[src/rtl/i2c_line_guard_pkg.sv]
package i2c_line_guard_pkg;

  // Filtered levels handed from datapath to control, with last-cycle copies.
  typedef struct packed {
    logic scl;
    logic sda;
    logic sclPrev;
    logic sdaPrev;
  } line_view_t;

  // Strobes produced by control.
  typedef struct packed {
    logic sclRise;
    logic sclFall;
    logic start;
    logic stop;
  } bus_strobe_t;

  localparam int unsigned LINE_SCL = 0;
  localparam int unsigned LINE_SDA = 1;
  localparam int unsigned NUM_LINES = 2;

endpackage

[src/rtl/i2c_pin_filter.sv]
module i2c_pin_filter #(
  parameter int unsigned SYNC_STAGES = 2,
  parameter int unsigned SPIKE_CYC   = 3
) (
  input  logic clk,
  input  logic rstN,
  input  logic rawIn,
  output logic level
);
  localparam int unsigned CW = (SPIKE_CYC > 1) ? $clog2(SPIKE_CYC) : 1;
  localparam logic [CW-1:0] LIMIT = CW'(SPIKE_CYC - 1);

  logic [SYNC_STAGES-1:0] syncSh;
  logic                   syncIn;
  logic [CW-1:0]          runCnt;

  assign syncIn = syncSh[SYNC_STAGES-1];

  always_ff @(posedge clk) begin
    if (!rstN) syncSh <= '1;
    else       syncSh <= {syncSh[SYNC_STAGES-2:0], rawIn};
  end

  // Count consecutive samples that differ from the held level.
  always_ff @(posedge clk) begin
    if (!rstN) begin
      level  <= 1'b1;
      runCnt <= '0;
    end else if (syncIn == level) begin
      runCnt <= '0;
    end else if (runCnt == LIMIT) begin
      level  <= syncIn;
      runCnt <= '0;
    end else begin
      runCnt <= runCnt + 1'b1;
    end
  end

  // the filtered level only moves toward a value the synchronizer showed
  level_follows_sync_chk: assert property (@(posedge clk) disable iff (!rstN)
    (level != $past(level)) |-> ($past(syncIn) == level));

  // a flip needs at least two cycles of the differing value at the sync output
  no_single_sample_flip_chk: assert property (@(posedge clk) disable iff (!rstN)
    ((level != $past(level)) && (SPIKE_CYC > 1)) |-> ($past(syncIn, 2) == level));

endmodule

[src/rtl/i2c_line_path.sv]
module i2c_line_path
  import i2c_line_guard_pkg::*;
#(
  parameter int unsigned SYNC_STAGES = 2,
  parameter int unsigned SPIKE_CYC   = 3
) (
  input  logic       clk,
  input  logic       rstN,
  input  logic       sclRaw,
  input  logic       sdaRaw,
  output line_view_t view
);
  logic [NUM_LINES-1:0] rawVec;
  logic [NUM_LINES-1:0] lvl;
  logic [NUM_LINES-1:0] lvlPrev;

  assign rawVec[LINE_SCL] = sclRaw;
  assign rawVec[LINE_SDA] = sdaRaw;

  for (genvar g = 0; g < NUM_LINES; g++) begin : g_line
    i2c_pin_filter #(
      .SYNC_STAGES(SYNC_STAGES),
      .SPIKE_CYC  (SPIKE_CYC)
    ) u_filt (
      .clk  (clk),
      .rstN (rstN),
      .rawIn(rawVec[g]),
      .level(lvl[g])
    );
  end

  always_ff @(posedge clk) begin
    if (!rstN) lvlPrev <= '1;
    else       lvlPrev <= lvl;
  end

  assign view.scl     = lvl[LINE_SCL];
  assign view.sda     = lvl[LINE_SDA];
  assign view.sclPrev = lvlPrev[LINE_SCL];
  assign view.sdaPrev = lvlPrev[LINE_SDA];

endmodule

[src/rtl/i2c_cond_ctrl.sv]
module i2c_cond_ctrl
  import i2c_line_guard_pkg::*;
(
  input  logic        clk,
  input  logic        rstN,
  input  line_view_t  view,
  output bus_strobe_t strb
);
  logic sclHeld;

  assign sclHeld      = view.scl & view.sclPrev;
  assign strb.sclRise = view.scl & ~view.sclPrev;
  assign strb.sclFall = ~view.scl & view.sclPrev;
  assign strb.start   = sclHeld & ~view.sda & view.sdaPrev;
  assign strb.stop    = sclHeld & view.sda & ~view.sdaPrev;

  // clock strobes are exclusive and last one cycle
  scl_strobe_excl_chk: assert property (@(posedge clk) disable iff (!rstN)
    $onehot0({strb.sclRise, strb.sclFall}));


  rise_single_chk: assert property (@(posedge clk) disable iff (!rstN)
    strb.sclRise |=> !strb.sclRise);


  start_stop_excl_chk: assert property (@(posedge clk) disable iff (!rstN)
    !(strb.start && strb.stop));

  // start implies clock was high last cycle and data was high
  start_ctx_chk: assert property (@(posedge clk) disable iff (!rstN)
    strb.start |-> ($past(view.scl) && $past(view.sda) && view.scl && !view.sda));


  stop_ctx_chk: assert property (@(posedge clk) disable iff (!rstN)
    strb.stop |-> ($past(view.scl) && !$past(view.sda) && view.scl && view.sda));

  // a condition never shares a cycle with a clock edge
  cond_no_edge_chk: assert property (@(posedge clk) disable iff (!rstN)
    (strb.start || strb.stop) |-> !(strb.sclRise || strb.sclFall));

endmodule

[src/rtl/i2c_line_guard.sv]
module i2c_line_guard
  import i2c_line_guard_pkg::*;
#(
  parameter int unsigned SYNC_STAGES = 2,
  parameter int unsigned SPIKE_CYC   = 3
) (
  input  logic clk,
  input  logic rstN,
  input  logic sclRaw,
  input  logic sdaRaw,
  output logic sclLevel,
  output logic sdaLevel,
  output logic sclRise,
  output logic sclFall,
  output logic startDet,
  output logic stopDet
);
  line_view_t  view;
  bus_strobe_t strb;

  i2c_line_path #(
    .SYNC_STAGES(SYNC_STAGES),
    .SPIKE_CYC  (SPIKE_CYC)
  ) u_path (
    .clk   (clk),
    .rstN  (rstN),
    .sclRaw(sclRaw),
    .sdaRaw(sdaRaw),
    .view  (view)
  );

  i2c_cond_ctrl u_ctrl (
    .clk (clk),
    .rstN(rstN),
    .view(view),
    .strb(strb)
  );

  assign sclLevel = view.scl;
  assign sdaLevel = view.sda;
  assign sclRise  = strb.sclRise;
  assign sclFall  = strb.sclFall;
  assign startDet = strb.start;
  assign stopDet  = strb.stop;


  reset_idle_chk: assert property (@(posedge clk)
    !rstN |=> (sclLevel && sdaLevel && !startDet && !stopDet));

endmodule

[config.mk]
export PLATFORM = sky130hd
export DESIGN_NAME = i2c_line_guard
export DESIGN_NICKNAME = d
export VERILOG_FILES = /design/src/rtl/i2c_line_guard_pkg.sv /design/src/rtl/i2c_pin_filter.sv /design/src/rtl/i2c_line_path.sv /design/src/rtl/i2c_cond_ctrl.sv /design/src/rtl/i2c_line_guard.sv
export SDC_FILE = /design/constraint.sdc
export NUM_CORES = 1
export LEC_CHECK = 0
export BUFFER_PORTS_ARGS = -buffer_cell sky130_fd_sc_hd__buf_4
export CAP_MARGIN = 20
export CORE_AREA = 2 2 39 41
export CTS_CLUSTER_SIZE = 24
export DETAILED_ROUTE_END_ITERATION = 7
export DIE_AREA = 0 0 41 43
export SETUP_SLACK_MARGIN = 0.4
export SLEW_MARGIN = 40
export SYNTH_ARGS = -nofsm -noshare
export SYNTH_HDL_FRONTEND = slang
export SYNTH_SLANG_ARGS = --single-unit
[constraint.sdc]
create_clock -name clk -period 1.35 [get_ports clk]
set_clock_uncertainty 0.2 [all_clocks]
set_input_delay 0.0675 -clock clk [delete_from_list [all_inputs] [get_ports clk]]
set_output_delay 0.0675 -clock clk [all_outputs]
set_load 0.02 [all_outputs]
==> results of run 1 <==
## Yosys cell counts, drive strengths merged
library cell,count,area share (%)
xnor2,2,4.1
nor4b,4,8.2
or2b,2,3.5
and2b,1,1.7
dfxtp,12,56
inv,2,1.7
clkbuf,1,0.87
nand2,3,2.6
nand2b,4,5.8
ha,2,5.8
mux2i,2,4.7
nor3b,2,3.5
nor2b,1,1.5
## layout make-up
class / count / share of cell area (%)
sequential: 12 / 34.1
inverter: 2 / 1.01
tap: 16 / 2.68
multi-input combinational: 23 / 39.9
clock inverter: 1 / 0.503
timing repair buffer: 15 / 18.8
clock buffer: 3 / 3.02
## cell families (layout without fill, tap and decap cells)
family                     count (synthesis)  count (layout)  synth area share, %
and+or+nand+nor                           17              17                 26.8
xor gates and xnor gates                   2               2                 4.08
muxes                                      2               2                 4.66
buffers and inverters                      3              21                 2.62
DFF                                       12              12                 56.0
adders and majority gates                  2               2                 5.83
## power breakdown
group / switching (W) / total [W] / leakage, nW / internal [W]
clock: 0.000108 / 0.000215 / 0.0154 / 0.000107
combinational: 0.0000121 / 0.0000378 / 0.172 / 0.0000256
sequential: 0.00000572 / 0.000363 / 0.0992 / 0.000358
## cells in the final DEF (no fill, tap or decap)
cell and n:
or2b_1 2, buf_4 7, xnor2_4 2, dfxtp_4 2, nand2_4 1, and2b_1 1, nor2b_2 1, ha_4 2
mux2i_1 2, dlygate4sd3_1 2, nor3b_4 2, dfxtp_1 5, inv_2 2, clkbuf_4 3, clkinv_1 1, dfxtp_2 5
buf_6 6, nand2b_1 4, nor4b_2 4, nand2_1 2
## state kept, by name, indices dropped and copies added (netlist names)
register / cells
u_path.g_line.u_filt.level: 2
u_path.g_line.u_filt.runCnt: 4
u_path.g_line.u_filt.syncSh: 4
u_path.lvlPrev: 2
## worst max-delay path: stages, from the launching register on
cell,delay (ps)
dfxtp_2,370
nand2_4,70
nor3b_4,170
buf_6,140
## metrics by stage
step / total power (W) / worst slack (ps) / instances
after global routing: 0.000654 / -2.99 / 72
final: 0.000616 / 71.2 / 72
after floorplan: 0.000385 / 262 / 38
after global placement: 0.000393 / 243 / 62
after CTS: 0.000626 / 51.0 / 71
after detailed placement: 0.000395 / 168 / 62
## per-layer routing
metal,GRT usage [%],part of all wire [%],up-vias
li1,-,-,163
met1,11.9,37,156
met2,19.4,56,10
met3,3.14,5.8,2
met4,8.00,1.3,0
met5,0,0,-
## repair_timing
item	CTS	global route
pin swaps	3	1
endpoints found under the hold margin	12	12
setup buffers	3	1
gates resized for setup	9	6
endpoints found under the setup margin	12	13
## worst paths after layout
| check | endpoint | slack (ps) | cells past startpoint | startpoint |
|---|---|---|---|---|
| worst min register to register | u_path.g_line[1].u_filt.syncSh[1] | 210 | 1 | u_path.g_line[1].u_filt.syncSh[0] |
| worst min-delay path | u_path.g_line[1].u_filt.syncSh[0] | -160 | 2 | rstN |
| worst max-delay path | startDet | 70 | 3 | u_path.lvlPrev[0] |
| worst max register to register | u_path.g_line[1].u_filt.runCnt[1] | 180 | 3 | u_path.g_line[1].u_filt.level |
==> reports/qor.csv, run 1 <==
stage,metric,value,unit
timing,crit path time final,1280,ps
timing,RSZ-0062 raised after global routing,true,
synthesis,register bit total from synthesis,12,
critical_path,CP required,1080,ps
floorplanning,initial core utilization,31.0,%
grt,pin count of the biggest net entering global routing,13,
timing,Final Hold Viols,12,
clocking,Worst-Skew Late Latency,260,ps
routing,Post-Route WL,780,um
floorplanning,IO Pins,10,
placement,Buffers on Ports,9,
layout,multi-input logic area,298,um^2
layout,Filler cells,123,
layout,post-layout util,53.9,%
placement,hpwl dp,542,um
clocking,root buffer cell,clkbuf_4,
synthesis,syn avg cell area,11.3,um^2
synthesis,unique cell type count in the Yosys netlist,13,
synthesis,sequential fraction of the synthesis area,56.0,%
layout,area grow syn2layout,73.8,%
synthesis,Syn Inst Count,38,
layout,Finished Cell Area,746,um^2
floorplanning,die area,1760,um^2
grt,initial antenna violation count,0,
synthesis,Post-Syn Nets,44,
layout,layout cells sized above 1,66.1,%
routing,drt drc,0,
floorplanning,row cnt,14,
placement,placer congestion estimate,0.578,
timing,Final period util,94.7,%
outcome,status,"complete, but fails checks",
clocking,# clock sinks,12,
clocking,Worst-path clk slew,70,ps
pwr,P per Cell Area,826,nW/um^2
timing,Slew @ Worst Pin,200,ps
pwr,P_leak,0.286,nW
floorplanning,die height,43,um
layout,Final #Nets,63,
outcome,violated checks,negative hold slack,
clocking,CTS tree,built,
timing,fin. max-slew vios,0,
clocking,cts bufs inserted,3,
grt,Global Route Usage Sum,11.7,%
worst_hold_path,Min-Delay Path Class,in -> reg,
synthesis,mapped cell area,429,um^2
clocking,hold buffers post-CTS,2,
routing,vias per cell,4.60,
timing,Max transition margin,86.6,%
timing,Final setup viols,0,
grt,vias in the first global route,334,
synthesis,YS warnings,0,
critical_path,Startpoint Class,flop,
floorplanning,Core ar.,1380,um^2
layout,FF/Latch Area,254,um^2
routing,1st-iter DRT viols,2,
timing,worst hold slack,-159,ps
routing,via count,331,
critical_path,critical path endpoint category,primary output,
timing,setup TNS,0,ps
clocking,H-tree Lvls,1,
critical_path,arrival time worst endpoint,1010,ps
routing,Pre-antenna DRT Iters,4,
grt,first-pass GRT wire length,1350,um
clocking,clock tree buffer depth,2,
routing,post-route ant nets,0,
pwr,worst vdd ir,0.635,mV
layout,antenna cells,0,
critical_path,CP max FO,3,
placement,DP Area,593,um^2
critical_path,Setup CP Type,reg -> out,
floorplanning,Chip Width,41,um
timing,FMAX,782,MHz
routing,drt wl/cell,10.8,um
job,maxcap violations,0,
grt,aggregate global routing overflow,0,
Note: power is estimated with default switching activity, not from simulation.
==> inputs of run 2 (changes only) <==
Clock period 1.35 ns to 1.5 ns, I/O delays scaled along.
==> reports/qor.csv, run 2 (same netlist as run 1, synthesis figures left out) <==
stage,metric,value,unit
routing,post-route ant nets,0,
layout,Finished Cell Area,732,um^2
pwr,P_leak,0.286,nW
routing,1st-iter DRT viols,6,
clocking,Worst-path clk slew,60,ps
timing,FMAX,784,MHz
placement,placer congestion estimate,0.633,
routing,via count,319,
floorplanning,row cnt,14,
grt,Global Route met3 Usage,3.14,%
worst_hold_path,Worst Hold Path EP,u_path.g_line[0].u_filt.syncSh[1],
routing,drt wl/cell,9.90,um
critical_path,FF-to-FF Start,u_path.g_line[1].u_filt.level,
clocking,root buffer cell,clkbuf_4,
timing,crit path time final,1280,ps
floorplanning,Core ar.,1380,um^2
timing,Final setup viols,0,
outcome,status,"finished, final reports clean",
timing,RSZ-0062 raised after global routing,true,
pwr,worst vdd ir,0.355,mV
clocking,CTS tree,built,
grt,vias in the first global route,275,
timing,fin. max-slew vios,0,
layout,most frequent cells in the layout,"buf_4 (10), dfxtp_1 (6), nand2b_1 (4), dfxtp_2 (4)",
worst_hold_path,Min-Delay Path Class,reg -> reg,
clocking,H-tree Lvls,1,
floorplanning,Chip Width,41,um
critical_path,Startpoint Class,flop,
worst_hold_path,hold wc startpoint,u_path.g_line[0].u_filt.syncSh[0],
job,maxcap violations,0,
timing,Final WS setup,224,ps
grt,initial antenna violation count,0,
layout,Filler cells,129,
critical_path,critical path endpoint category,primary output,
routing,Post-Route WL,713,um
grt,met2 Use GR,12.8,%
routing,vias per cell,4.43,
layout,area grow syn2layout,70.6,%
placement,Worst Setup Slack post-DPL,301,ps
pwr,P per Cell Area,749,nW/um^2
critical_path,Crit. Startpoint,u_path.g_line[0].u_filt.level,
routing,Pre-antenna DRT Iters,2,
worst_hold_path,hold path cells,1,
grt,aggregate global routing overflow,0,
clocking,clock tree buffer depth,2,
critical_path,arrival time worst endpoint,1000,ps
timing,Final period util,85.0,%
grt,first-pass GRT wire length,1070,um
timing,setup TNS,0,ps
clocking,Worst-Skew Late Latency,260,ps
critical_path,Setup CP Type,reg -> out,
grt,pin count of the biggest net entering global routing,13,
timing,Slew @ Worst Pin,316,ps
floorplanning,IO Pins,10,
critical_path,CP required,1220,ps
critical_path,Reg-to-Reg End,u_path.g_line[1].u_filt.runCnt[0],
grt,GRT busiest layer,met2,
layout,antenna cells,0,
timing,Final Hold Viols,0,
placement,Buffers on Ports,9,
placement,DP Area,543,um^2
floorplanning,die height,43,um
placement,DP Cell Count,62,
critical_path,Reg2Reg Depth,3,
layout,"non-filler cells, final",72,
critical_path,Reg2Reg Setup Slack,290,ps
floorplanning,initial core utilization,31.0,%
floorplanning,die area,1760,um^2
layout,Final #Nets,64,
timing,Max transition margin,78.8,%
routing,drt drc,0,
clocking,cts bufs inserted,3,
clocking,# clock sinks,12,
layout,"commonest non-fill, non-tap cell in the layout",buf_4,
grt,Global Route Usage Sum,9.32,%
layout,layout cells sized above 1,62.5,%
layout,top flop regs,"u_path.g_line.u_filt.runCnt: 4 flops, u_path.g_line.u_filt.syncSh: 4 flops",
critical_path,CP max FO,5,
grt,Global Route met1 Usage,10.9,%
[run 2: changes by cell type in the layout (fill, tap and decap cells not counted), sizes merged]
| cell | previous run | this run |
|---|---|---|
| clkinv | 1 | 0 |
| dlygate4sd3 | 2 | 3 |
[run 2: layout make-up]
cell class	instances	area, um^2	area share (%)
Multi-Input combinational cell	23	290	39.7
Sequential cell	12	253	34.5
Timing Repair Buffer	16	139	19.0
Clock buffer	3	22.5	3.08
Tap cell	16	20.0	2.74
Inverter	2	7.51	1.03
[run 2: how the worst max path moves through the flow]
stage | endpoint | slack (ps) | cells past startpoint
floorplan | u_path.g_line[0].u_filt.runCnt[1] | 370 | 3
global placement | u_path.g_line[0].u_filt.runCnt[1] | 350 | 3
detailed placement | u_path.g_line[1].u_filt.runCnt[1] | 300 | 3
CTS | stopDet | 220 | 3
global route | stopDet | 170 | 3
finish | stopDet | 220 | 3
[run 2: per-layer routing]
| metal | routed length, um | up-vias |
|---|---|---|
| met5 | 0 | - |
| met4 | 6 | 0 |
| met3 | 37 | 2 |
| met2 | 346 | 9 |
| met1 | 323 | 143 |
| li1 | - | 165 |
[run 2: worst max-delay path: stages, from the launching register on]
cell     delay, ps
dfxtp_4        370
nand2_4         60
nor3b_4        170
buf_6          140
[run 2: metrics by stage]
step           util, %  hold slack [ps]  power (W)
3_5_place_dp      39.2             62.7   0.000356
2_1_floorplan        -            -23.5   0.000348
5_1_grt           52.9              216   0.000575
4_1_cts           49.4              208   0.000549
3_3_place_gp      39.2             57.2   0.000355
6_report          52.9              206   0.000548
[run 2: repair_timing]
action	in CTS	in global routing
hold buffers	3	0
pin swaps	4	3
endpoints found under the hold margin	12	0
resized for setup	16	4
buffers inserted	1	3
endpoints found under the setup margin	11	11
[run 2: report_power, final]
part | switching, W | internal, W | total (W)
sequential | 0.00000358 | 0.000322 | 0.000325
combinational | 0.0000134 | 0.0000244 | 0.0000378
clock | 0.0000921 | 0.0000926 | 0.000185
==> inputs of run 3 (changes only) <==
Settings changed: ABC_AREA from default to 1.
==> reports/qor.csv, run 3 <==
stage,metric,value,unit
critical_path,Reg2Reg Depth,6,
floorplanning,Core ar.,1380,um^2
synthesis,YS warnings,0,
synthesis,register bit total from synthesis,12,
outcome,status,"finished, final reports clean",
clocking,Worst-path clk slew,80,ps
timing,fin. max-slew vios,0,
synthesis,Post-Syn Nets,56,
routing,post-route ant nets,0,
routing,drt drc,0,
layout,Final #Nets,75,
timing,RSZ-0062 raised after global routing,true,
routing,1st-iter DRT viols,1,
pwr,P_leak,0.313,nW
layout,top flop regs,"u_path.g_line.u_filt.runCnt: 4 flops, u_path.g_line.u_filt.syncSh: 4 flops",
timing,Slew @ Worst Pin,142,ps
placement,Worst Setup Slack post-DPL,377,ps
routing,Pre-antenna DRT Iters,2,
grt,pin count of the biggest net entering global routing,9,
critical_path,Reg2Reg Setup Slack,380,ps
synthesis,cell with the most instances after synthesis,dfxtp_1,
pwr,P per Cell Area,881,nW/um^2
timing,crit path time final,1240,ps
synthesis,most frequent cells after synthesis,"dfxtp_1 (12), nand2_1 (8), nor2_1 (7)",
synthesis,Synth top area share,55.3,%
worst_hold_path,hold path cells,1,
layout,Finished Cell Area,696,um^2
layout,layout cells sized above 1,57.4,%
floorplanning,initial core utilization,31.4,%
timing,Final WS setup,256,ps
layout,area grow syn2layout,60.2,%
critical_path,WP buf/inv,2,
floorplanning,IO Pins,10,
layout,antenna cells,0,
critical_path,Startpoint Class,flop,
clocking,clock tree buffer depth,2,
floorplanning,die height,43,um
job,maxcap violations,0,
clocking,CTS tree,built,
synthesis,multiplexer share of the synthesized area,0,%
critical_path,critical path's slowest cell,dfxtp_4,
layout,post-layout util,50.3,%
timing,Max transition margin,90.5,%
grt,initial antenna violation count,0,
grt,vias in the first global route,280,
synthesis,Post-synth EDFFs,0,
placement,placer congestion estimate,0.633,
synthesis,Synth area leaders,"dfxtp_1 (55%), nand2_1 (6.9%), nor2_1 (6.1%)",
critical_path,FF-to-FF Start,u_path.g_line[1].u_filt.level,
layout,most frequent cells in the layout,"buf_4 (7), dfxtp_1 (7), nand2_1 (5)",
timing,Final Hold Viols,0,
timing,FMAX,804,MHz
clocking,# clock sinks,12,
critical_path,Reg-to-Reg End,u_path.g_line[1].u_filt.runCnt[0],
critical_path,CP Cell Sequence,inv_4 > nor3_4 > buf_6,
timing,setup TNS,0,ps
worst_hold_path,Min-Delay Path Class,reg -> reg,
placement,DP Area,537,um^2
grt,first-pass GRT wire length,1050,um
clocking,cts bufs inserted,3,
synthesis,largest area contributor in the netlist,dfxtp_1,
floorplanning,die area,1760,um^2
critical_path,arrival time worst endpoint,970,ps
synthesis,syn avg cell area,8.68,um^2
synthesis,fraction of the mapped netlist area in adder cells,5.76,%
critical_path,CP required,1220,ps
grt,Global Route Usage Sum,9.29,%
synthesis,post-synthesis async set-or-reset flop share,0,%
synthesis,Synth Area in Simple Gates,27.4,%
worst_hold_path,hold wc startpoint,u_path.g_line[1].u_filt.runCnt[0],
floorplanning,row cnt,14,
placement,Buffers on Ports,9,
timing,Final period util,82.9,%
critical_path,"CP delay by family, top",flip-flops,
floorplanning,Chip Width,41,um
synthesis,XOR/XNOR Fraction of Synth Area,0,%
worst_hold_path,Worst Hold Path EP,u_path.g_line[1].u_filt.runCnt[0],
synthesis,post-synthesis compound-gate area fraction,4.61,%
routing,Post-Route WL,712,um
synthesis,Syn Inst Count,50,
timing,Final setup viols,0,
critical_path,"slowest stage delay, CP",370,ps
critical_path,critical path endpoint category,primary output,
clocking,H-tree Lvls,1,
critical_path,Setup CP Type,reg -> out,
critical_path,CP max FO,3,
routing,vias per cell,4.13,
synthesis,Post-synth top flop,dfxtp_1,
routing,via count,347,
timing,worst hold slack,191,ps
synthesis,unique cell type count in the Yosys netlist,12,
grt,aggregate global routing overflow,0,
synthesis,sequential fraction of the synthesis area,55.3,%
synthesis,main combinational cell family by area after synthesis,simple AND/OR/NAND/NOR gates,
clocking,root buffer cell,clkbuf_4,
routing,drt wl/cell,8.48,um
pwr,worst vdd ir,0.416,mV
clocking,Worst-Skew Late Latency,270,ps
synthesis,mapped cell area,434,um^2
==> run 3: how the worst max path moves through the flow <==
| stage | from | endpoint | slack, ps | cells past startpoint |
|---|---|---|---|---|
| after global placement | u_path.g_line[1].u_filt.runCnt[0] | u_path.g_line[1].u_filt.level | 390 | 4 |
| final | u_path.g_line[1].u_filt.level | stopDet | 260 | 3 |
| after detailed placement | u_path.g_line[1].u_filt.runCnt[0] | u_path.g_line[1].u_filt.level | 380 | 4 |
| after floorplan | u_path.g_line[1].u_filt.level | stopDet | 370 | 2 |
| after global routing | u_path.g_line[1].u_filt.level | stopDet | 200 | 3 |
| after CTS | u_path.g_line[1].u_filt.level | stopDet | 240 | 3 |
==> run 3: where the power goes <==
group	total, W	internal, W	switching (W)
combinational	0.0000382	0.0000218	0.0000164
sequential	0.000325	0.000321	0.00000398
clock	0.000250	0.000147	0.000103
total	0.000613	0.000490	0.000123
==> run 3: cell families after synthesis <==
group | after synthesis
AND/OR/NAND/NOR | 24
flip-flops | 12
buffers and inverters | 8
AO/OA/AOI/OAI | 4
adder cells (fa/ha/maj) | 2
==> run 3: what timing repair did <==
action / CTS / global route
setup buffers: 1 / 1
endpoints found under the hold margin: 8 / 0
pin swaps: 0 / 7
resized for setup: 11 / 17
endpoints found under the setup margin: 10 / 11
hold buffers: 3 / 0
==> run 3: through the flow <==
stage | cells | total power [W]
after floorplan | 50 | 0.000352
final | 84 | 0.000613
after detailed placement | 75 | 0.000362
after CTS | 83 | 0.000623
after global routing | 84 | 0.000647
after global placement | 75 | 0.000362
==> run 3: layer usage <==
metal	track usage [%]	up-vias	wire length, um
li1	-	189	-
met1	9.84	146	321
met2	12.8	10	346
met3	3.14	2	36
met4	10.0	0	8
met5	0	-	0
==> run 3: final cells by class <==
| type | instances | area, um^2 |
|---|---|---|
| Sequential cell | 12 | 254 |
| Inverter | 8 | 35.0 |
| Fill cell | 136 | 688 |
| Timing Repair Buffer | 14 | 128 |
| Tap cell | 16 | 20.0 |
| Multi-Input combinational cell | 30 | 223 |
| Clock buffer | 4 | 36.3 |
